File: config.mk
export PLATFORM = sky130hd
export DESIGN_NAME = cmd_frame_decoder
export DESIGN_NICKNAME = d
export VERILOG_FILES = /design/src/rtl/cfd_pkg.sv /design/src/rtl/cfd_type_decode.sv /design/src/rtl/cfd_gap_timer.sv /design/src/rtl/cfd_cmd_hold.sv /design/src/rtl/cmd_frame_decoder.sv
export SDC_FILE = /design/constraint.sdc
export NUM_CORES = 1
export LEC_CHECK = 0
export BUFFER_PORTS_ARGS = -buffer_cell sky130_fd_sc_hd__buf_4
export CORE_MARGIN = 10
export CORE_UTILIZATION = 57
export DETAILED_ROUTE_END_ITERATION = 6
export PLACE_DENSITY = 0.79
export SLEW_MARGIN = 20
export SYNTH_ARGS = -nofsm -noshare
export SYNTH_HDL_FRONTEND = slang
export SYNTH_HIERARCHICAL = 1
export SYNTH_SLANG_ARGS = --single-unit
File: constraint.sdc
create_clock -name clk -period 2.4 [get_ports clk]
set_input_delay 0.24 -clock clk [delete_from_list [all_inputs] [get_ports clk]]
set_output_delay 0.24 -clock clk [all_outputs]
set_load 0.01 [all_outputs]
File: src/rtl/cfd_pkg.sv
package cfd_pkg;
  localparam int unsigned BYTE_W = 8;

  typedef enum logic [1:0] {
    ST_IDLE = 2'd0,
    ST_ADDR = 2'd1,
    ST_DATA = 2'd2
  } cfd_state_t;

  typedef struct packed {
    logic              write;
    logic [BYTE_W-1:0] addr;
    logic [BYTE_W-1:0] data;
  } cfd_cmd_t;
endpackage

File: src/rtl/cfd_type_decode.sv
// Classifies a byte as a read marker (all zeros) or a write marker (all ones).
module cfd_type_decode #(
  parameter int unsigned W = 8
) (
  input  logic [W-1:0] byte_in,
  output logic         is_rd,
  output logic         is_wr
);
  assign is_rd = ~|byte_in;
  assign is_wr = &byte_in;
endmodule

File: src/rtl/cfd_gap_timer.sv
// Counts idle edges inside a frame; flags when the allowed gap is exceeded.
module cfd_gap_timer #(
  parameter int unsigned LIMIT = 65536
) (
  input  logic clk,
  input  logic rst,
  input  logic run,
  input  logic clear,
  output logic expired
);
  localparam int unsigned CNT_W = $clog2(LIMIT + 1);
  localparam logic [CNT_W-1:0] LAST = CNT_W'(LIMIT - 1);

  logic [CNT_W-1:0] cnt;

  always_ff @(posedge clk) begin
    if (rst || clear || !run) begin
      cnt <= '0;
    end else if (cnt != LAST) begin
      cnt <= cnt + 1'b1;
    end
  end

  assign expired = run && !clear && (cnt == LAST);
endmodule

File: src/rtl/cfd_cmd_hold.sv
// Holds a finished command until the downstream master is free to take it.
module cfd_cmd_hold (
  input  logic              clk,
  input  logic              rst,
  input  logic              load,
  input  cfd_pkg::cfd_cmd_t load_cmd,
  input  logic              busy,
  output logic              valid,
  output cfd_pkg::cfd_cmd_t cmd
);
  always_ff @(posedge clk) begin
    if (rst) begin
      valid <= 1'b0;
      cmd   <= '0;
    end else if (load) begin
      valid <= 1'b1;
      cmd   <= load_cmd;
    end else if (valid && !busy) begin
      valid <= 1'b0;
    end
  end
endmodule

File: src/rtl/cmd_frame_decoder.sv
module cmd_frame_decoder #(
  parameter int unsigned GAP_CYCLES = 65536
) (
  input  logic                       clk,
  input  logic                       rst,
  input  logic                       rx_valid,
  input  logic [cfd_pkg::BYTE_W-1:0] rx_byte,
  input  logic                       busy,
  output logic                       cmd_valid,
  output logic                       cmd_write,
  output logic [cfd_pkg::BYTE_W-1:0] cmd_addr,
  output logic [cfd_pkg::BYTE_W-1:0] cmd_data
);
  import cfd_pkg::*;

  cfd_state_t        state;
  logic              wr_q;
  logic [BYTE_W-1:0] addr_q;
  logic              take;
  logic              is_rd, is_wr;
  logic              expired;
  logic              load;
  cfd_cmd_t          load_cmd;
  cfd_cmd_t          held;

  assign take = rx_valid && !busy && !cmd_valid;

  cfd_type_decode #(.W(BYTE_W)) u_type (
    .byte_in (rx_byte),
    .is_rd   (is_rd),
    .is_wr   (is_wr)
  );

  cfd_gap_timer #(.LIMIT(GAP_CYCLES)) u_gap (
    .clk     (clk),
    .rst     (rst),
    .run     (state != ST_IDLE),
    .clear   (take),
    .expired (expired)
  );

  always_ff @(posedge clk) begin
    if (rst) begin
      state  <= ST_IDLE;
      wr_q   <= 1'b0;
      addr_q <= '0;
    end else begin
      case (state)
        ST_IDLE: begin
          if (take && (is_rd || is_wr)) begin
            wr_q  <= is_wr;
            state <= ST_ADDR;
          end
        end
        ST_ADDR: begin
          if (take) begin
            addr_q <= rx_byte;
            state  <= wr_q ? ST_DATA : ST_IDLE;
          end else if (expired) begin
            state <= ST_IDLE;
          end
        end
        ST_DATA: begin
          if (take || expired) begin
            state <= ST_IDLE;
          end
        end
        default: state <= ST_IDLE;
      endcase
    end
  end

  always_comb begin
    load           = take && (((state == ST_ADDR) && !wr_q) || (state == ST_DATA));
    load_cmd.write = wr_q;
    load_cmd.addr  = (state == ST_DATA) ? addr_q : rx_byte;
    load_cmd.data  = (state == ST_DATA) ? rx_byte : '0;
  end

  cfd_cmd_hold u_hold (
    .clk      (clk),
    .rst      (rst),
    .load     (load),
    .load_cmd (load_cmd),
    .busy     (busy),
    .valid    (cmd_valid),
    .cmd      (held)
  );

  assign cmd_write = held.write;
  assign cmd_addr  = held.addr;
  assign cmd_data  = held.data;
endmodule

==> results_dict.tcl <==
set metrics [dict create \
    outcome "complete, no violations" \
    syn_to_final_growth_pct 15.3 \
    synth_seq_cells 46 \
    grt_pass1_wl_um 7810 \
    syn-num-nets 265 \
    crit_buf_inv 0 \
    cp.required_ns 2.63 \
    cts_buffer_depth 2 \
    min_from "busy" \
    syn_area_um2 2220 \
    slew_headroom_pct 66.5 \
    cts_hold_buf 0 \
    hp-class "input port to flip-flop" \
    grt_overflow 0 \
    reg2regPathDepth 7 \
    drc 0 \
    crit_chain "ha_1 > nand4_1 > nor3_1 > ha_1 > nand4b_4 > or3_2 > a21oi_1" \
    synth_top_family_by_area "simple AND/OR/NAND/NOR gates" \
    critPathTopFamily "simple AND/OR/NAND/NOR gates" \
    slowest_stage "or3_2" \
    avgSynthCellArea_um2 8.84 \
    cts_sinks 46 \
    maxCapViolations 0 \
    fin_nets 292 \
    worst-path-stages 7 \
    synth_fa_ha_area_share_pct 1.13 \
    coreArea_um2 3720 \
    start_util_pct 59.7 \
    grt_setup_unrepaired "no" \
    synth_edf_count 0 \
    worstMarginPinSlew_ns 0.503 \
    tritoncts "done" \
    synthXorXnorAreaFrac_pct 5.13 \
    place.gp.congestion 0.846 \
    cellPowerDensity_nw_per_um2 545 \
    cp_common_cell "ha_1" \
    route.antenna.remaining_nets 0 \
    slew_violations 0 \
    end_kind "flip-flop" \
    io_buffers 29 \
    slowest_delay_ns 0.44 \
    dieArea_um2 6790 \
    synthCells 251 \
    vdd_drop_max_mv 0.403 \
    drive_gt1_share_pct 18.3 \
    layout.cells.most_common "dfxtp_1" \
    ios 30 \
    post-dp-hpwl_um 3240 \
    start_kind "flip-flop" \
    finalPower_mw 1.39 \
    clk_latency_ns 0.30 \
    period_minus_slack_ns 2.06 \
    wl_um 4660 \
    clk_pin_slew_ns 0.08 \
    finalSetupViolCount 0 \
    cts_root_buf "clkbuf_8" \
    crit_start "u_gap/cnt[0]" \
    synth_mux_area_share_pct 11.7 \
    criticalPathCategory "flip-flop to flip-flop" \
    synth_compound_area_share_pct 2.93 \
    ys_async_sr_fraction_pct 0 \
    arrival_ns 2.28 \
    ys_types 38 \
    vias 1746 \
    cts_made_buffers 5 \
    die_y_um 82.4 \
    antenna_found_initial 0 \
    wl_per_cell_um 14.2 \
    dieWidth_um 82.4 \
    grt_usage_pct 14.4 \
    antenna_cells 0 \
    rows 22 \
    path_max_fanout 9 \
    fin_crit_sh_pct 85.6 \
    worstHoldPathCells 3 \
    rr_startpoint "u_gap/cnt[0]" \
    post_cts_buffers 0 \
    drtPass1Iterations 4 \
    p_leak_nw 0.994 \
    synth_flop_cell "dfxtp_1" \
    layout_common_cells "dfxtp_1 (46), nor2_1 (40), buf_4 (34)" \
    yosysSeqAreaShare_pct 41.5 \
    htreeDepth 2 \
    fin_setup_tns_ns 0 \
    grt_pass1_vias 1645 \
    cts_resized 0 \
    grt_start_max_net_pins 39 \
    fin_skew_ns 0.00702 \
    hold_violations 0 \
    fmax_mhz 487 \
    yosysWarnings 6 \
    vias_per_cell 5.34 \
    drtIter0Drc 144 \
    synthSimpleGateAreaFrac_pct 32.5 \
]
## state kept, by name, summed over array words and instances (netlist names)
register      flops
state             2
u_hold/cmd       17
addr_q            8
u_hold/valid      1
u_gap/cnt        17
wr_q              1
## layer usage
layer | vias to the layer above | global-route usage (%) | wire length [µm]
li1 | 883 | - | -
met1 | 825 | 20.0 | 2270
met2 | 31 | 21.1 | 2130
met3 | 7 | 3.89 | 192
met4 | 0 | 4.25 | 63
met5 | - | 0 | 0
## through the flow
step	std cells	instance area [µm²]	worst slack, ns	hold slack, ns	util (%)
finish	327	2560	0.345	0.218	68.8
global route	327	2560	0.164	0.234	68.8
CTS	327	2560	0.353	0.220	68.8
detailed placement	319	2450	0.386	0.461	65.9
global placement	319	2450	0.458	0.460	65.9
floorplan	251	2220	0.521	0.382	-
## worst register-to-register path: stages, from the launching register on
cell	delay (ns)
dfxtp_1	0.37
ha_1	0.28
nand4_1	0.11
nor3_1	0.05
ha_1	0.31
nand4b_4	0.28
or3_2	0.44
a21oi_1	0.14
## path summary, 6_finish.rpt
kind | slack, ns | to
min reg2reg | 0.48 | addr_q[7]
max reg2reg | 0.34 | u_gap/cnt[8]
max | 0.34 | u_gap/cnt[8]
min | 0.22 | u_hold/valid
## power by group
part	leakage, nW	total [mW]	internal [mW]	switching [mW]
Clock	0.0514	0.578	0.311	0.267
Combinational	0.572	0.0519	0.0242	0.0277
Sequential	0.370	0.763	0.763	0.000165
Total	0.994	1.39	1.10	0.295
## synth_stat cells (all sizes together) (2+ instances only)
cell type   n  share of area (%)
nand3       4               0.90
mux2i      26                 12
or4         2               0.68
clkbuf      5               0.90
nand2b     17                4.8
nand3b      3                1.6
nand2      28                4.7
and2        9                2.5
nor2b       2               0.56
nand4b      2                1.5
dfxtp      46                 42
a21oi       7                1.6
or3b        2               0.90
or3         4                1.2
buf         9                3.1
nor4        5                1.4
nand4       6                2.4
xnor2      12                4.7
nor2       41                6.9
o21ai       2               0.45
ha          2                1.1
inv         6                1.0
nor3        5                1.1
## kinds of logic (layout without fill, tap and decap cells)
kind of cell / Yosys count / in the layout
AO/OA/AOI/OAI: 11 / 11
XOR/XNOR: 13 / 13
adder cells (fa/ha/maj): 2 / 2
buffers and inverters: 20 / 48
flip-flops: 46 / 46
multiplexers: 26 / 26
AND/OR/NAND/NOR: 133 / 133
## area by class of cell
class                      instances  area, µm²
inverter                           6       22.5
tap                               48       60.1
clock buffer                       6       72.6
fill                             296       1160
multi-input combinational        185       1190
sequential                        46        921
clock inverter                     2       37.5
timing repair buffer              34        255
No activity file was read; power rests on OpenSTA's default activity.
